### config.mk
export PLATFORM = sky130hd
export DESIGN_NAME = blkx_engine
export DESIGN_NICKNAME = d
export VERILOG_FILES = /design/src/rtl/blkx_pkg.sv /design/src/rtl/blkx_regs.sv /design/src/rtl/blkx_addr_ctr.sv /design/src/rtl/blkx_step_seq.sv /design/src/rtl/blkx_engine.sv
export SDC_FILE = /design/constraint.sdc
export NUM_CORES = 1
export LEC_CHECK = 0
export ABC_CLOCK_PERIOD_IN_PS = 2130
export BUFFER_PORTS_ARGS = -buffer_cell sky130_fd_sc_hd__buf_2
export CAP_MARGIN = 20
export CORE_ASPECT_RATIO = 1.25
export CORE_MARGIN = 2
export CORE_UTILIZATION = 40
export DETAILED_ROUTE_END_ITERATION = 6
export MAX_ROUTING_LAYER = met4
export PLACE_DENSITY = 0.67
export SLEW_MARGIN = 20
export SYNTH_ARGS = -nofsm -noshare
export SYNTH_HDL_FRONTEND = slang
export SYNTH_HIERARCHICAL = 1
export SYNTH_SLANG_ARGS = --single-unit
### constraint.sdc
create_clock -name clk -period 2.13 [get_ports clk]
set_input_delay 0.3195 -clock clk [delete_from_list [all_inputs] [get_ports clk]]
set_output_delay 0.3195 -clock clk [all_outputs]
set_load 0.005 [all_outputs]
### src/rtl/blkx_pkg.sv
package blkx_pkg;
    localparam int CTL_EN   = 0;
    localparam int CTL_DONE = 1;
    localparam int CTL_IE   = 2;
    localparam int CTL_DIR  = 3;

    localparam logic [1:0] SEL_START = 2'd0;
    localparam logic [1:0] SEL_STOP  = 2'd1;
    localparam logic [1:0] SEL_CTRL  = 2'd2;

    typedef enum logic [1:0] {
        PH_IDLE   = 2'd0,
        PH_FIRST  = 2'd1,
        PH_SECOND = 2'd2
    } phase_e;
endpackage

### src/rtl/blkx_regs.sv
module blkx_regs
    import blkx_pkg::*;
#(
    parameter int ADDR_W = 16,
    parameter int DATA_W = 16,
    parameter int WIN_W  = 14
) (
    input  logic                    clk,
    input  logic                    rst_n,
    input  logic                    reg_wen,
    input  logic [1:0]              reg_sel,
    input  logic [DATA_W-1:0]       reg_wdata,
    input  logic                    finish,
    output logic [DATA_W-1:0]       reg_rdata,
    output logic [ADDR_W-WIN_W-1:0] start_top,
    output logic [WIN_W-2:0]        start_word,
    output logic [WIN_W-2:0]        stop_word,
    output logic                    run,
    output logic                    done,
    output logic                    ie,
    output logic                    dir
);
    typedef struct packed {
        logic [ADDR_W-1:0] start;
        logic [ADDR_W-1:0] stop;
        logic              dir;
        logic              ie;
        logic              done;
        logic              en;
    } regs_t;

    regs_t regs_d, regs_q;
    logic  wr_start, wr_stop, wr_ctrl;

    always_comb begin
        wr_start = reg_wen && (reg_sel == SEL_START);
        wr_stop  = reg_wen && (reg_sel == SEL_STOP);
        wr_ctrl  = reg_wen && (reg_sel == SEL_CTRL);
        regs_d   = regs_q;
        if (wr_start && !regs_q.en) regs_d.start = reg_wdata[ADDR_W-1:0];
        if (wr_stop && !regs_q.en)  regs_d.stop  = reg_wdata[ADDR_W-1:0];
        if (wr_ctrl) begin
            regs_d.ie = reg_wdata[CTL_IE];
            if (!reg_wdata[CTL_DONE]) regs_d.done = 1'b0;
            if (!regs_q.en) begin
                regs_d.dir = reg_wdata[CTL_DIR];
                regs_d.en  = reg_wdata[CTL_EN];
            end
        end
        // completion outranks a simultaneous CPU clear
        if (finish) begin
            regs_d.en   = 1'b0;
            regs_d.done = 1'b1;
        end
    end

    always_comb begin
        reg_rdata = '0;
        case (reg_sel)
            SEL_START: reg_rdata = DATA_W'(regs_q.start);
            SEL_STOP:  reg_rdata = DATA_W'(regs_q.stop);
            SEL_CTRL: begin
                reg_rdata[CTL_EN]   = regs_q.en;
                reg_rdata[CTL_DONE] = regs_q.done;
                reg_rdata[CTL_IE]   = regs_q.ie;
                reg_rdata[CTL_DIR]  = regs_q.dir;
            end
            default: reg_rdata = '0;
        endcase
    end

    always_ff @(posedge clk) begin
        if (!rst_n) regs_q <= '0;
        else        regs_q <= regs_d;
    end

    assign start_top  = regs_q.start[ADDR_W-1:WIN_W];
    assign start_word = regs_q.start[WIN_W-1:1];
    assign stop_word  = regs_q.stop[WIN_W-1:1];
    assign run        = regs_q.en;
    assign done       = regs_q.done;
    assign ie         = regs_q.ie;
    assign dir        = regs_q.dir;

    assert_addr_locked_R9: assert property (@(posedge clk) disable iff (!rst_n)
        (regs_q.en && $past(regs_q.en)) |-> ($stable(regs_q.start) && $stable(regs_q.stop)));

    assert_done_sticky_R7: assert property (@(posedge clk) disable iff (!rst_n)
        (regs_q.done && !(wr_ctrl && !reg_wdata[CTL_DONE])) |=> regs_q.done);

    assert_run_selfclear_R6: assert property (@(posedge clk) disable iff (!rst_n)
        finish |=> (!regs_q.en && regs_q.done));
endmodule

### src/rtl/blkx_addr_ctr.sv
module blkx_addr_ctr #(
    parameter int CNT_W = 13
) (
    input  logic             clk,
    input  logic             rst_n,
    input  logic             load,
    input  logic [CNT_W-1:0] load_val,
    input  logic             step,
    output logic [CNT_W-1:0] cnt
);
    typedef struct packed {
        logic [CNT_W-1:0] cnt;
    } ctr_t;

    ctr_t ctr_d, ctr_q;

    always_comb begin
        ctr_d = ctr_q;
        if (load)      ctr_d.cnt = load_val;
        else if (step) ctr_d.cnt = ctr_q.cnt + 1'b1;
    end

    always_ff @(posedge clk) begin
        if (!rst_n) ctr_q <= '0;
        else        ctr_q <= ctr_d;
    end

    assign cnt = ctr_q.cnt;
endmodule

### src/rtl/blkx_step_seq.sv
module blkx_step_seq
    import blkx_pkg::*;
#(
    parameter int DATA_W = 16
) (
    input  logic              clk,
    input  logic              rst_n,
    input  logic              run,
    input  logic              dir,
    input  logic              last,
    input  logic              mem_ack,
    input  logic              dev_ack,
    input  logic [DATA_W-1:0] mem_rdata,
    input  logic [DATA_W-1:0] dev_rdata,
    output logic              mem_req,
    output logic              mem_we,
    output logic              dev_req,
    output logic              dev_we,
    output logic [DATA_W-1:0] xfer_data,
    output logic              load,
    output logic              step,
    output logic              finish
);
    typedef struct packed {
        phase_e            phase;
        logic [DATA_W-1:0] hold;
    } seq_t;

    seq_t seq_d, seq_q;
    logic ack_first, ack_second;

    always_comb begin
        seq_d      = seq_q;
        mem_req    = 1'b0;
        mem_we     = 1'b0;
        dev_req    = 1'b0;
        dev_we     = 1'b0;
        load       = 1'b0;
        step       = 1'b0;
        finish     = 1'b0;
        ack_first  = dir ? mem_ack : dev_ack;
        ack_second = dir ? dev_ack : mem_ack;
        case (seq_q.phase)
            PH_IDLE: begin
                load = 1'b1;
                if (run) seq_d.phase = PH_FIRST;
            end
            PH_FIRST: begin
                if (dir) mem_req = 1'b1;
                else     dev_req = 1'b1;
                if (ack_first) begin
                    seq_d.hold  = dir ? mem_rdata : dev_rdata;
                    seq_d.phase = PH_SECOND;
                end
            end
            PH_SECOND: begin
                if (dir) begin
                    dev_req = 1'b1;
                    dev_we  = 1'b1;
                end else begin
                    mem_req = 1'b1;
                    mem_we  = 1'b1;
                end
                if (ack_second) begin
                    if (last) begin
                        finish      = 1'b1;
                        seq_d.phase = PH_IDLE;
                    end else begin
                        step        = 1'b1;
                        seq_d.phase = PH_FIRST;
                    end
                end
            end
            default: seq_d.phase = PH_IDLE;
        endcase
    end

    always_ff @(posedge clk) begin
        if (!rst_n) seq_q <= '{phase: PH_IDLE, hold: '0};
        else        seq_q <= seq_d;
    end

    assign xfer_data = seq_q.hold;

    assert_quiet_after_finish_R6: assert property (@(posedge clk) disable iff (!rst_n)
        finish |=> (!mem_req && !dev_req));
endmodule

### src/rtl/blkx_engine.sv
module blkx_engine #(
    parameter int ADDR_W = 16,
    parameter int DATA_W = 16,
    parameter int WIN_W  = 14
) (
    input  logic              clk,
    input  logic              rst_n,
    input  logic              reg_wen,
    input  logic [1:0]        reg_sel,
    input  logic [DATA_W-1:0] reg_wdata,
    output logic [DATA_W-1:0] reg_rdata,
    output logic              mem_req,
    output logic              mem_we,
    output logic [ADDR_W-1:0] mem_addr,
    output logic [DATA_W-1:0] mem_wdata,
    input  logic [DATA_W-1:0] mem_rdata,
    input  logic              mem_ack,
    output logic              dev_req,
    output logic              dev_we,
    output logic [DATA_W-1:0] dev_wdata,
    input  logic [DATA_W-1:0] dev_rdata,
    input  logic              dev_ack,
    output logic              irq
);
    localparam int CNT_W = WIN_W - 1;
    localparam int TOP_W = ADDR_W - WIN_W;

    logic [TOP_W-1:0] start_top;
    logic [CNT_W-1:0] start_word, stop_word, cnt;
    logic             run, done, ie, dir;
    logic             load, step, finish, last;
    logic [DATA_W-1:0] xfer_data;

    blkx_regs #(.ADDR_W(ADDR_W), .DATA_W(DATA_W), .WIN_W(WIN_W)) u_regs (
        .clk(clk), .rst_n(rst_n), .reg_wen(reg_wen), .reg_sel(reg_sel),
        .reg_wdata(reg_wdata), .finish(finish), .reg_rdata(reg_rdata),
        .start_top(start_top), .start_word(start_word), .stop_word(stop_word),
        .run(run), .done(done), .ie(ie), .dir(dir)
    );

    blkx_addr_ctr #(.CNT_W(CNT_W)) u_ctr (
        .clk(clk), .rst_n(rst_n), .load(load), .load_val(start_word),
        .step(step), .cnt(cnt)
    );

    blkx_step_seq #(.DATA_W(DATA_W)) u_seq (
        .clk(clk), .rst_n(rst_n), .run(run), .dir(dir), .last(last),
        .mem_ack(mem_ack), .dev_ack(dev_ack), .mem_rdata(mem_rdata),
        .dev_rdata(dev_rdata), .mem_req(mem_req), .mem_we(mem_we),
        .dev_req(dev_req), .dev_we(dev_we), .xfer_data(xfer_data),
        .load(load), .step(step), .finish(finish)
    );

    assign last      = (cnt == stop_word);
    assign mem_addr  = {start_top, cnt, 1'b0};
    assign mem_wdata = xfer_data;
    assign dev_wdata = xfer_data;
    assign irq       = ie & done;

    assert_mem_hold_R3: assert property (@(posedge clk) disable iff (!rst_n)
        (mem_req && !mem_ack) |=> (mem_req && $stable(mem_addr) && $stable(mem_we)));

    assert_dev_hold_R3: assert property (@(posedge clk) disable iff (!rst_n)
        (dev_req && !dev_ack) |=> (dev_req && $stable(dev_we) && $stable(dev_wdata)));
endmodule

==> run_summary.xml, run 1 <==
<?xml version="1.0" encoding="UTF-8"?>
<metrics>
  <group name="floorplan">
    <metric name="floorplan.die_area" unit="um^2">10900</metric>
    <metric name="core_region_area" unit="um^2">9710</metric>
    <metric name="std_cell_rows" unit="">40</metric>
    <metric name="io_pins" unit="">124</metric>
    <metric name="die-width" unit="um">93.7</metric>
    <metric name="initial_core_util" unit="%">41.4</metric>
    <metric name="die-height" unit="um">116</metric>
  </group>
  <group name="setup_path">
    <metric name="end_kind" unit="">flop</metric>
    <metric name="worstPathArrival" unit="ns">2.24</metric>
    <metric name="crit_path_max_fanout" unit="">10</metric>
    <metric name="worst_setup_path_start_kind" unit="">flop</metric>
    <metric name="critPathRequiredTime" unit="ns">2.31</metric>
    <metric name="critPathKind" unit="">reg2reg</metric>
  </group>
  <group name="synthesis">
    <metric name="synth_nets" unit="">504</metric>
    <metric name="post-synth-top-count-cell" unit="">sky130_fd_sc_hd__mux2i_1</metric>
    <metric name="synthDistinctLibCells" unit="">49</metric>
    <metric name="post_synthesis_average_cell_area" unit="um^2">8.98</metric>
    <metric name="sequential_share_of_the_synthesized_area" unit="%">33.3</metric>
    <metric name="async_reset_ff_share" unit="%">0</metric>
    <metric name="synth.ff_latch_count" unit="">67</metric>
    <metric name="synth_top_cell_by_area" unit="">sky130_fd_sc_hd__dfxtp_1</metric>
    <metric name="syn_inst" unit="">448</metric>
    <metric name="synth_top_flop_cell" unit="">sky130_fd_sc_hd__dfxtp_1</metric>
    <metric name="synth-edff-count" unit="">0</metric>
    <metric name="synth.cells.most_frequent" unit="">sky130_fd_sc_hd__mux2i_1, sky130_fd_sc_hd__dfxtp_1, sky130_fd_sc_hd__buf_4</metric>
    <metric name="synthesis.yosys.warnings" unit="">6</metric>
    <metric name="syn_area" unit="um^2">4020</metric>
    <metric name="synth_top_area_share" unit="%">33.3</metric>
    <metric name="synth_area_leaders" unit="">sky130_fd_sc_hd__dfxtp_1, sky130_fd_sc_hd__mux2i_1, sky130_fd_sc_hd__buf_4</metric>
  </group>
  <group name="pwr">
    <metric name="vdd_ir_drop_max" unit="uV">428</metric>
    <metric name="power_density" unit="nW/um^2">667</metric>
    <metric name="static-leakage-power" unit="nW">2.38</metric>
    <metric name="power.total" unit="mW">3.23</metric>
  </group>
  <group name="timing">
    <metric name="finalSetupTns" unit="ns">0</metric>
    <metric name="setup_slack" unit="ns">0.0735</metric>
    <metric name="final.min_clock_period" unit="ns">2.06</metric>
    <metric name="timing.clock.skew" unit="ns">0.00666</metric>
    <metric name="final_hold_viol_count" unit="">0</metric>
    <metric name="slew_headroom" unit="%">54.3</metric>
    <metric name="report.final.slew_viol_count" unit="">0</metric>
    <metric name="layout_worst_path_cycle_share" unit="%">96.5</metric>
    <metric name="finalSetupViolations" unit="">0</metric>
    <metric name="rsz0062_at_grt" unit="">yes</metric>
    <metric name="timing_worst_slew_pin_value" unit="ns">0.686</metric>
    <metric name="fmaxAchievable" unit="MHz">486</metric>
  </group>
  <group name="global_routing">
    <metric name="number_of_global_route_vias_before_repair" unit="">3245</metric>
    <metric name="track_usage" unit="%">18.7</metric>
    <metric name="grt_use_met2" unit="%">31.0</metric>
    <metric name="grt_busiest_layer" unit="">met2</metric>
    <metric name="grt_util_met1" unit="%">23.1</metric>
    <metric name="grt_first_pass_wirelength" unit="mm">15.7</metric>
    <metric name="grt_remaining_overflow" unit="">0</metric>
    <metric name="grt_util_met3" unit="%">2.84</metric>
    <metric name="grt_max_degree" unit="">36</metric>
    <metric name="antenna_found_initial" unit="">0</metric>
  </group>
  <group name="cells_and_area">
    <metric name="regArea" unit="um^2">1340</metric>
    <metric name="post-route-cell-area" unit="um^2">4840</metric>
    <metric name="insertedDiodeCount" unit="">0</metric>
    <metric name="final.fill_count" unit="">940</metric>
    <metric name="design.final.nets" unit="">594</metric>
    <metric name="layout-area-overhead-vs-synth" unit="%">20.3</metric>
    <metric name="multiInputGateArea" unit="um^2">2060</metric>
    <metric name="layout-drive-gt1-share" unit="%">37.0</metric>
  </group>
  <group name="run">
    <metric name="drv_cap" unit="">0</metric>
  </group>
  <group name="routing">
    <metric name="first_iter_violations" unit="">106</metric>
    <metric name="drcViolationCount" unit="">0</metric>
    <metric name="drt_total_wl" unit="mm">9.83</metric>
    <metric name="via_per_inst" unit="">4.98</metric>
    <metric name="detailedRoute.firstPassIterationCount" unit="">4</metric>
    <metric name="routed_wire_length_per_instance" unit="um">14.7</metric>
    <metric name="antenna_violating_nets_post_route" unit="">0</metric>
    <metric name="detailroute.via_count" unit="">3332</metric>
  </group>
  <group name="clock_tree">
    <metric name="insertion_delay" unit="ns">0.33</metric>
    <metric name="clock_path_buffers" unit="">2</metric>
    <metric name="cts.sinks" unit="">67</metric>
    <metric name="tritoncts_clock_tree" unit="">yes</metric>
    <metric name="cts_root_buf" unit="">sky130_fd_sc_hd__clkbuf_16</metric>
    <metric name="cts_hold_buffers" unit="">0</metric>
    <metric name="post_cts_buffers" unit="">0</metric>
    <metric name="cts_inserted_buffers" unit="">9</metric>
    <metric name="h-tree-depth" unit="">3</metric>
    <metric name="clock_pin_transition_on_the_worst_setup_and_hold_timing_paths" unit="ns">0.06</metric>
  </group>
  <group name="place">
    <metric name="portBuffers" unit="">122</metric>
    <metric name="postPlaceCellArea" unit="um^2">4530</metric>
    <metric name="gpl.final_weighted_congestion" unit="">0.793</metric>
    <metric name="final_hpwl_dp" unit="mm">7.36</metric>
    <metric name="dp_worst_setup_slack" unit="ns">-0.413</metric>
  </group>
  <group name="min_path">
    <metric name="worst_hold_path_type" unit="">in2reg</metric>
  </group>
  <group name="run_status">
    <metric name="outcome" unit="">finished, final reports clean</metric>
  </group>
</metrics>
[registers in the layout, indices dropped and copies added (netlist names)]
register / flops
u_regs/ie: 1
u_seq/xfer_data: 16
u_seq/seq_q: 2
u_regs/done: 1
u_regs/dir: 1
u_regs/stop_word: 13
u_ctr/cnt: 13
u_regs/run: 1
u_regs/regs_q: 4
u_regs/start_top: 2
u_regs/start_word: 13
[logic make-up after synthesis]
logic type	Yosys count	synth area share, %
DFF	67	33.3
muxes	70	17.5
buffers and inverters	95	16.4
AOI/OAI and AO/OA	49	9.14
adders and majority gates	1	0.311
and+or+nand+nor	140	17.8
other	1	0.0932
xor gates and xnor gates	25	5.44
[where the power goes]
part	leakage, nW	switching, mW	internal [mW]
logic	1.69	0.267	0.255
registers	0.544	0.0393	1.31
clock network	0.136	0.566	0.794
[per-stage QoR]
step	utilization [%]	hold slack (ns)	instances
2_1_floorplan	-	0.420	448
3_3_place_gp	46.7	0.444	653
3_5_place_dp	46.7	0.457	653
4_1_cts	49.6	0.254	669
5_1_grt	49.9	0.272	669
6_report	49.9	0.266	669
[critical path: stages (launching register included)]
cell	delay [ns]
sky130_fd_sc_hd__dfxtp_1	0.34
sky130_fd_sc_hd__xor2_1	0.18
sky130_fd_sc_hd__nor4_1	0.08
sky130_fd_sc_hd__nand4_1	0.12
sky130_fd_sc_hd__nor4_4	0.07
sky130_fd_sc_hd__nor3_4	0.43
sky130_fd_sc_hd__nand4_1	0.22
sky130_fd_sc_hd__nor3_1	0.26
sky130_fd_sc_hd__xnor2_1	0.15
sky130_fd_sc_hd__a21oi_1	0.08
[metal layers]
metal	vias to the layer above	wire length [um]
li1	1658	-
met1	1562	4360
met2	106	4850
met3	6	530
met4	0	91
met5	-	0
[layout make-up]
class | instances | area share (%)
timing repair buffer | 167 | 20.1
clock buffer | 9 | 4.65
inverter | 7 | 0.543
sequential | 67 | 27.8
multi-input combinational | 286 | 42.6
clock inverter | 7 | 1.09
tap | 126 | 3.26
[final timing paths]
| check | cells after the start | startpoint | slack [ns] | endpoint |
|---|---|---|---|---|
| min reg2reg | 2 | u_regs/regs_q[4] | 0.47 | u_regs/regs_q[4] |
| min | 3 | reg_wdata[4] | 0.27 | u_regs/start_word[3] |
| max reg2reg | 9 | u_ctr/cnt[2] | 0.07 | u_ctr/cnt[7] |
| max | 9 | u_ctr/cnt[2] | 0.07 | u_ctr/cnt[7] |
[cell usage in the layout (no fill, tap or decap), drive strengths merged, types with 2 or more instances in the layout]
cell type / n
o211a: 16
nand2: 58
nand3: 19
inv: 9
xnor2: 18
a21oi: 12
o21ai: 6
nor4: 4
nor2: 25
nor3: 9
o211ai: 2
and3: 2
o2bb2ai: 4
and2: 3
mux2i: 69
nand2b: 2
dfxtp: 67
xor2: 7
nand4: 6
o22ai: 5
clkbuf: 9
clkinv: 4
nor2b: 5
buf: 167
[repair_timing]
action	CTS	global route
pin swaps	0	3
endpoints found under the setup margin	13	15
gates resized for setup	2	6
(Power assumes the default switching activity.)
==> inputs of run 2 (changes only) <==
--- a/config.mk
+++ b/config.mk
@@ -5,7 +5,7 @@
 export SDC_FILE = /design/constraint.sdc
 export NUM_CORES = 1
 export LEC_CHECK = 0
-export ABC_CLOCK_PERIOD_IN_PS = 2130
+export ABC_CLOCK_PERIOD_IN_PS = 2300
 export BUFFER_PORTS_ARGS = -buffer_cell sky130_fd_sc_hd__buf_2
 export CAP_MARGIN = 20
 export CORE_ASPECT_RATIO = 1.25
@@ -13,7 +13,6 @@
 export CORE_UTILIZATION = 40
 export DETAILED_ROUTE_END_ITERATION = 6
 export MAX_ROUTING_LAYER = met4
-export PLACE_DENSITY = 0.67
 export SLEW_MARGIN = 20
 export SYNTH_ARGS = -nofsm -noshare
 export SYNTH_HDL_FRONTEND = slang
==> constraint.sdc (replaced) <==
create_clock -name clk -period 2.3 [get_ports clk]
set_input_delay 0.345 -clock clk [delete_from_list [all_inputs] [get_ports clk]]
set_output_delay 0.345 -clock clk [all_outputs]
set_load 0.005 [all_outputs]
==> run_summary.xml, run 2 (same netlist as run 1, synthesis figures left out) <==
<?xml version="1.0" encoding="UTF-8"?>
<metrics>
  <group name="setup_path">
    <metric name="critical_path.reg2reg.endpoint" unit="">u_ctr/cnt[7]</metric>
    <metric name="worst_setup_path_start_kind" unit="">flop</metric>
    <metric name="worstRegToRegCells" unit="">9</metric>
    <metric name="setup.worst_path.start" unit="">u_ctr/cnt[11]</metric>
    <metric name="critPathRequiredTime" unit="ns">2.50</metric>
    <metric name="regToRegSetupSlack" unit="ns">0.26</metric>
    <metric name="worstPathArrival" unit="ns">2.23</metric>
    <metric name="crit_path_max_fanout" unit="">10</metric>
    <metric name="critPathCapture" unit="">u_ctr/cnt[7]</metric>
    <metric name="end_kind" unit="">flop</metric>
    <metric name="critPathKind" unit="">reg2reg</metric>
    <metric name="r2r_start" unit="">u_ctr/cnt[11]</metric>
  </group>
  <group name="cells_and_area">
    <metric name="final_common_cell" unit="">sky130_fd_sc_hd__buf_2</metric>
    <metric name="utilization" unit="%">49.1</metric>
    <metric name="layout-drive-gt1-share" unit="%">35.4</metric>
    <metric name="layout-area-overhead-vs-synth" unit="%">18.5</metric>
    <metric name="post-route-cell-area" unit="um^2">4770</metric>
    <metric name="design.final.nets" unit="">590</metric>
    <metric name="insertedDiodeCount" unit="">0</metric>
    <metric name="final.fill_count" unit="">946</metric>
    <metric name="max_reg_flops" unit="">16</metric>
    <metric name="layout.cells.most_common_list" unit="">sky130_fd_sc_hd__buf_2, sky130_fd_sc_hd__mux2i_1, sky130_fd_sc_hd__dfxtp_1, sky130_fd_sc_hd__nand2_1, sky130_fd_sc_hd__buf_4</metric>
  </group>
  <group name="floorplan">
    <metric name="io_pins" unit="">124</metric>
    <metric name="die-height" unit="um">116</metric>
    <metric name="floorplan.die_area" unit="um^2">10900</metric>
    <metric name="std_cell_rows" unit="">40</metric>
    <metric name="core_region_area" unit="um^2">9710</metric>
    <metric name="initial_core_util" unit="%">41.4</metric>
    <metric name="die-width" unit="um">93.7</metric>
  </group>
  <group name="pwr">
    <metric name="combPwrFrac" unit="%">15.5</metric>
    <metric name="netSwitchingPower" unit="mW">0.758</metric>
    <metric name="static-leakage-power" unit="nW">2.34</metric>
    <metric name="pwr-share-clk" unit="%">42.6</metric>
    <metric name="power.total" unit="mW">2.98</metric>
    <metric name="p_int" unit="mW">2.22</metric>
    <metric name="power_density" unit="nW/um^2">624</metric>
    <metric name="sw_frac_of_total" unit="%">25.5</metric>
    <metric name="power.share.sequential" unit="%">42.0</metric>
    <metric name="vdd_ir_drop_max" unit="uV">451</metric>
  </group>
  <group name="clock_tree">
    <metric name="clock_pin_transition_on_the_worst_setup_and_hold_timing_paths" unit="ns">0.05</metric>
    <metric name="cts.sinks" unit="">67</metric>
    <metric name="cts_hold_buffers" unit="">0</metric>
    <metric name="post_cts_buffers" unit="">0</metric>
    <metric name="insertion_delay" unit="ns">0.33</metric>
    <metric name="h-tree-depth" unit="">3</metric>
    <metric name="tritoncts_clock_tree" unit="">yes</metric>
    <metric name="clock_path_buffers" unit="">2</metric>
    <metric name="cts_root_buf" unit="">sky130_fd_sc_hd__clkbuf_16</metric>
    <metric name="cts_inserted_buffers" unit="">9</metric>
  </group>
  <group name="global_routing">
    <metric name="grt_remaining_overflow" unit="">0</metric>
    <metric name="grt_use_met2" unit="%">29.3</metric>
    <metric name="grt_first_pass_wirelength" unit="mm">15.4</metric>
    <metric name="grt_max_degree" unit="">29</metric>
    <metric name="grt_busiest_layer" unit="">met2</metric>
    <metric name="grt_util_met3" unit="%">4.84</metric>
    <metric name="number_of_global_route_vias_before_repair" unit="">3269</metric>
    <metric name="antenna_found_initial" unit="">0</metric>
    <metric name="grt_util_met1" unit="%">23.3</metric>
    <metric name="track_usage" unit="%">18.6</metric>
  </group>
  <group name="min_path">
    <metric name="worst_hold_path_type" unit="">in2reg</metric>
  </group>
  <group name="routing">
    <metric name="detailroute.via_count" unit="">3295</metric>
    <metric name="via_per_inst" unit="">4.95</metric>
    <metric name="first_iter_violations" unit="">113</metric>
    <metric name="detailedRoute.firstPassIterationCount" unit="">7</metric>
    <metric name="antenna_violating_nets_post_route" unit="">0</metric>
    <metric name="routed_wire_length_per_instance" unit="um">14.5</metric>
    <metric name="drcViolationCount" unit="">2</metric>
    <metric name="drt_total_wl" unit="mm">9.61</metric>
  </group>
  <group name="timing">
    <metric name="final.min_clock_period" unit="ns">2.04</metric>
    <metric name="finalSetupViolations" unit="">0</metric>
    <metric name="layout_worst_path_cycle_share" unit="%">88.6</metric>
    <metric name="timing.clock.skew" unit="ns">0.00656</metric>
    <metric name="fmaxAchievable" unit="MHz">491</metric>
    <metric name="final_hold_viol_count" unit="">0</metric>
    <metric name="rsz0062_at_grt" unit="">no</metric>
    <metric name="finalSetupTns" unit="ns">0</metric>
    <metric name="report.final.slew_viol_count" unit="">0</metric>
    <metric name="timing_worst_slew_pin_value" unit="ns">0.631</metric>
    <metric name="slew_headroom" unit="%">57.9</metric>
  </group>
  <group name="run">
    <metric name="drv_cap" unit="">0</metric>
  </group>
  <group name="run_status">
    <metric name="violations" unit="">design-rule violations</metric>
    <metric name="outcome" unit="">complete, but fails checks</metric>
  </group>
  <group name="place">
    <metric name="portBuffers" unit="">122</metric>
    <metric name="final_hpwl_dp" unit="mm">7.04</metric>
    <metric name="gpl.final_weighted_congestion" unit="">0.801</metric>
    <metric name="postPlaceCellArea" unit="um^2">4480</metric>
  </group>
</metrics>
==> run 2: critical path, cell delays in order (launching register included) <==
cell and delay [ns]:
sky130_fd_sc_hd__dfxtp_1 0.34, sky130_fd_sc_hd__xor2_1 0.17, sky130_fd_sc_hd__nor4_1 0.08, sky130_fd_sc_hd__nand4_1 0.15
sky130_fd_sc_hd__nor4_4 0.06, sky130_fd_sc_hd__nor3_4 0.42, sky130_fd_sc_hd__nand4_1 0.21, sky130_fd_sc_hd__nor3_1 0.21
sky130_fd_sc_hd__xnor2_1 0.17, sky130_fd_sc_hd__a21oi_1 0.09
==> run 2: routing by layer <==
| layer | vias up | wire length (um) |
|---|---|---|
| li1 | 1649 | - |
| met1 | 1511 | 4350 |
| met2 | 120 | 4380 |
| met3 | 15 | 695 |
| met4 | 0 | 187 |
| met5 | - | 0 |
==> run 2: per-stage QoR <==
step / hold WS, ns / cells / setup slack [ns]
floorplan: 0.434 / 448 / 0.247
global placement: 0.442 / 649 / -0.130
detailed placement: 0.455 / 649 / -0.206
CTS: 0.265 / 665 / 0.145
global route: 0.289 / 665 / 0.0156
finish: 0.273 / 665 / 0.262
==> run 2: layout make-up <==
| type | instances | area [um^2] | area share, % |
|---|---|---|---|
| Clock buffer | 14 | 264 | 5.54 |
| Clock inverter | 2 | 10.0 | 0.210 |
| Inverter | 7 | 26.3 | 0.551 |
| Multi-Input combinational cell | 286 | 2050 | 43.0 |
| Sequential cell | 67 | 1340 | 28.1 |
| Tap cell | 126 | 158 | 3.31 |
| Timing Repair Buffer | 163 | 918 | 19.3 |
==> run 2: power groups by stage <==
stage / clock (mW) / sequential [mW] / combinational [mW]
floorplan: 0 / 1.28 / 0.314
global placement: 0 / 1.27 / 0.447
detailed placement: 0 / 1.27 / 0.450
CTS: 1.30 / 1.25 / 0.454
global route: 1.35 / 1.25 / 0.509
finish: 1.27 / 1.25 / 0.460
==> run 2: repair_timing <==
item,in CTS,in global routing
setup endpoints to repair,10,2
pin swaps,0,1
gates resized for setup,1,2
==> run 2: worst min path at each step <==
stage                 startpoint                end  cells after the start
2_1_floorplan  u_regs/regs_q[20]  u_regs/regs_q[20]                      2
3_3_place_gp   u_regs/regs_q[19]  u_regs/regs_q[19]                      2
3_5_place_dp   u_regs/regs_q[18]  u_regs/regs_q[18]                      2
4_1_cts                  reg_wen        u_regs/done                      2
5_1_grt                  reg_wen        u_regs/done                      2
6_report                 reg_wen        u_regs/done                      2
==> inputs of run 3 (changes only) <==
--- a/config.mk
+++ b/config.mk
@@ -8,11 +8,13 @@
 export ABC_CLOCK_PERIOD_IN_PS = 2300
 export BUFFER_PORTS_ARGS = -buffer_cell sky130_fd_sc_hd__buf_2
 export CAP_MARGIN = 20
-export CORE_ASPECT_RATIO = 1.25
+export CORE_ASPECT_RATIO = 0.75
 export CORE_MARGIN = 2
 export CORE_UTILIZATION = 40
 export DETAILED_ROUTE_END_ITERATION = 6
 export MAX_ROUTING_LAYER = met4
+export RECOVER_POWER = 50
+export SKIP_LAST_GASP = 1
 export SLEW_MARGIN = 20
 export SYNTH_ARGS = -nofsm -noshare
 export SYNTH_HDL_FRONTEND = slang
==> run_summary.xml, run 3 (same netlist as run 1, synthesis figures left out) <==
<?xml version="1.0" encoding="UTF-8"?>
<metrics>
  <group name="routing">
    <metric name="drt_total_wl" unit="mm">10.0</metric>
    <metric name="routed_wire_length_per_instance" unit="um">15.0</metric>
    <metric name="antenna_violating_nets_post_route" unit="">0</metric>
    <metric name="detailedRoute.firstPassIterationCount" unit="">4</metric>
    <metric name="detailroute.via_count" unit="">3336</metric>
    <metric name="drcViolationCount" unit="">0</metric>
    <metric name="first_iter_violations" unit="">162</metric>
    <metric name="via_per_inst" unit="">5.01</metric>
  </group>
  <group name="timing">
    <metric name="rsz0062_at_grt" unit="">yes</metric>
    <metric name="layout_worst_path_cycle_share" unit="%">97.1</metric>
    <metric name="fmaxAchievable" unit="MHz">448</metric>
    <metric name="timing.clock.skew" unit="ns">0.00324</metric>
    <metric name="timing_worst_slew_pin_value" unit="ns">1.32</metric>
    <metric name="finalSetupViolations" unit="">0</metric>
    <metric name="final_hold_viol_count" unit="">0</metric>
    <metric name="slew_headroom" unit="%">12.3</metric>
    <metric name="final.min_clock_period" unit="ns">2.23</metric>
    <metric name="report.final.slew_viol_count" unit="">0</metric>
    <metric name="fin_hold_ws" unit="ns">0.286</metric>
  </group>
  <group name="setup_path">
    <metric name="delay_of_the_slowest_cell_on_the_worst_path" unit="ns">0.41</metric>
    <metric name="end_kind" unit="">flop</metric>
    <metric name="critPathRequiredTime" unit="ns">2.55</metric>
    <metric name="critical_path.reg2reg.endpoint" unit="">u_regs/done</metric>
    <metric name="critPathBufInv" unit="">1</metric>
    <metric name="worstRegToRegCells" unit="">8</metric>
    <metric name="critPathKind" unit="">reg2reg</metric>
    <metric name="r2r_start" unit="">u_regs/stop_word[12]</metric>
    <metric name="critical_path.top_delay_family" unit="">simple AND/OR/NAND/NOR gates</metric>
    <metric name="cp_slowest_cell" unit="">sky130_fd_sc_hd__nor3b_1</metric>
    <metric name="worst_setup_path_start_kind" unit="">flop</metric>
    <metric name="crit_path_max_fanout" unit="">3</metric>
    <metric name="worstPathArrival" unit="ns">2.49</metric>
    <metric name="setup.worst_path.start" unit="">u_regs/stop_word[12]</metric>
    <metric name="regToRegSetupSlack" unit="ns">0.07</metric>
    <metric name="crit_path_cell_trace" unit="">xor2_1 &gt; nor4_1 &gt; nand4_1 &gt; nor4_2 &gt; buf_4 &gt; nor3b_1 &gt; o21ai_0 &gt; a31oi_1</metric>
  </group>
  <group name="pwr">
    <metric name="vdd_ir_drop_max" unit="uV">452</metric>
    <metric name="sw_frac_of_total" unit="%">25.4</metric>
    <metric name="netSwitchingPower" unit="mW">0.774</metric>
    <metric name="combPwrFrac" unit="%">14.3</metric>
    <metric name="p_int" unit="mW">2.28</metric>
    <metric name="static-leakage-power" unit="nW">2.21</metric>
    <metric name="pwr-share-clk" unit="%">44.7</metric>
    <metric name="power.share.sequential" unit="%">41.0</metric>
    <metric name="power_density" unit="nW/um^2">655</metric>
  </group>
  <group name="global_routing">
    <metric name="grt_max_degree" unit="">32</metric>
    <metric name="grt_remaining_overflow" unit="">0</metric>
    <metric name="number_of_global_route_vias_before_repair" unit="">3112</metric>
    <metric name="grt_first_pass_wirelength" unit="mm">15.7</metric>
    <metric name="track_usage" unit="%">18.7</metric>
    <metric name="antenna_found_initial" unit="">0</metric>
  </group>
  <group name="clock_tree">
    <metric name="cts.sinks" unit="">67</metric>
    <metric name="clock_path_buffers" unit="">2</metric>
    <metric name="cts_inserted_buffers" unit="">9</metric>
    <metric name="insertion_delay" unit="ns">0.33</metric>
    <metric name="cts_root_buf" unit="">sky130_fd_sc_hd__clkbuf_16</metric>
    <metric name="tritoncts_clock_tree" unit="">yes</metric>
    <metric name="clock_pin_transition_on_the_worst_setup_and_hold_timing_paths" unit="ns">0.06</metric>
    <metric name="h-tree-depth" unit="">3</metric>
  </group>
  <group name="floorplan">
    <metric name="core_region_area" unit="um^2">9740</metric>
    <metric name="io_pins" unit="">124</metric>
    <metric name="initial_core_util" unit="%">41.3</metric>
    <metric name="die-height" unit="um">90.9</metric>
    <metric name="std_cell_rows" unit="">31</metric>
    <metric name="die-width" unit="um">120</metric>
    <metric name="floorplan.die_area" unit="um^2">10900</metric>
  </group>
  <group name="cells_and_area">
    <metric name="post-route-cell-area" unit="um^2">4660</metric>
    <metric name="layout.cells.most_common_list" unit="">sky130_fd_sc_hd__buf_2, sky130_fd_sc_hd__mux2i_1, sky130_fd_sc_hd__dfxtp_1, sky130_fd_sc_hd__nand2_1, sky130_fd_sc_hd__nor2_1</metric>
    <metric name="max_reg_flops" unit="">16</metric>
    <metric name="design.final.nets" unit="">585</metric>
    <metric name="layout-drive-gt1-share" unit="%">30.7</metric>
    <metric name="layout-area-overhead-vs-synth" unit="%">15.9</metric>
    <metric name="insertedDiodeCount" unit="">0</metric>
    <metric name="final_common_cell" unit="">sky130_fd_sc_hd__buf_2</metric>
  </group>
  <group name="place">
    <metric name="final_hpwl_dp" unit="mm">7.45</metric>
    <metric name="gpl.final_weighted_congestion" unit="">0.871</metric>
    <metric name="portBuffers" unit="">122</metric>
    <metric name="postPlaceCellArea" unit="um^2">4460</metric>
  </group>
  <group name="run">
    <metric name="drv_cap" unit="">0</metric>
  </group>
  <group name="min_path">
    <metric name="worstHoldStart" unit="">reg_wdata[9]</metric>
    <metric name="holdPathStages" unit="">3</metric>
    <metric name="worst_hold_path_type" unit="">in2reg</metric>
    <metric name="min_delay_worst_endpoint" unit="">u_regs/stop_word[8]</metric>
  </group>
  <group name="run_status">
    <metric name="outcome" unit="">finished, final reports clean</metric>
  </group>
</metrics>
-- run 3: cell count changes in the layout (fill, tap and decap cells not counted), sizes merged --
cell      change
buf          -30
clkbuf       +22
bufinv        +1
clkinv        +1
clkinvlp      +1
-- run 3: power by group through the flow --
stage | Combinational [mW] | Clock [mW] | Sequential (mW)
final | 0.438 | 1.36 | 1.25
after global routing | 0.479 | 1.44 | 1.26
after CTS | 0.455 | 1.39 | 1.25
after detailed placement | 0.451 | 0 | 1.28
after global placement | 0.448 | 0 | 1.27
after floorplan | 0.314 | 0 | 1.28
-- run 3: worst max-delay path by stage --
stage | to | cells after the start | slack [ns]
after CTS | u_regs/done | 8 | 0.10
after global placement | u_ctr/cnt[7] | 9 | -0.13
after detailed placement | u_ctr/cnt[7] | 9 | -0.23
final | u_regs/done | 8 | 0.07
after global routing | u_ctr/cnt[7] | 9 | -0.09
after floorplan | u_ctr/cnt[7] | 11 | 0.25
-- run 3: layer usage --
metal  track usage, %  vias up  part of all wire, %
met1             26.3     1580                   50
met4             4.02        0                 0.66
met5                -        -                    0
met2             26.7      113                   42
met3             5.30        8                  6.9
li1                 -     1635                    -
-- run 3: through the flow --
step / TNS [ns] / power [mW] / instances / setup WS [ns] / util (%)
global placement: -0.377 / 1.72 / 650 / -0.132 / 45.8
global route: -0.176 / 3.18 / 666 / -0.0893 / 47.9
detailed placement: -0.942 / 1.73 / 650 / -0.227 / 45.8
floorplan: 0 / 1.59 / 448 / 0.247 / -
finish: 0 / 3.05 / 666 / 0.0677 / 47.9
CTS: 0 / 3.10 / 666 / 0.103 / 48.9
-- run 3: timing repair --
action / 4_1_cts / 5_1_grt
cloned: 0 / 0
gates resized for setup: 1 / 0
hold endpoints to repair: 0 / 0
buffers inserted: 0 / 0
hold buffers: 0 / 0
setup endpoints to repair: 12 / 3
-- run 3: layout make-up --
| cell class | instances | area [um^2] |
|---|---|---|
| fill | 955 | 5070 |
| tap | 132 | 165 |
| clock buffer | 11 | 243 |
| sequential | 67 | 1340 |
| multi-input combinational | 286 | 2020 |
| timing repair buffer | 158 | 815 |
| inverter | 7 | 26.3 |
| clock inverter | 5 | 52.6 |
-- run 3: worst register-to-register path, cell delays in order, from the launching register on --
cell and delay [ns]:
sky130_fd_sc_hd__dfxtp_1 0.32, sky130_fd_sc_hd__xor2_1 0.16, sky130_fd_sc_hd__nor4_1 0.29, sky130_fd_sc_hd__nand4_1 0.14, sky130_fd_sc_hd__nor4_2 0.36, sky130_fd_sc_hd__buf_4 0.18, sky130_fd_sc_hd__nor3b_1 0.41, sky130_fd_sc_hd__o21ai_0 0.14
sky130_fd_sc_hd__a31oi_1 0.16
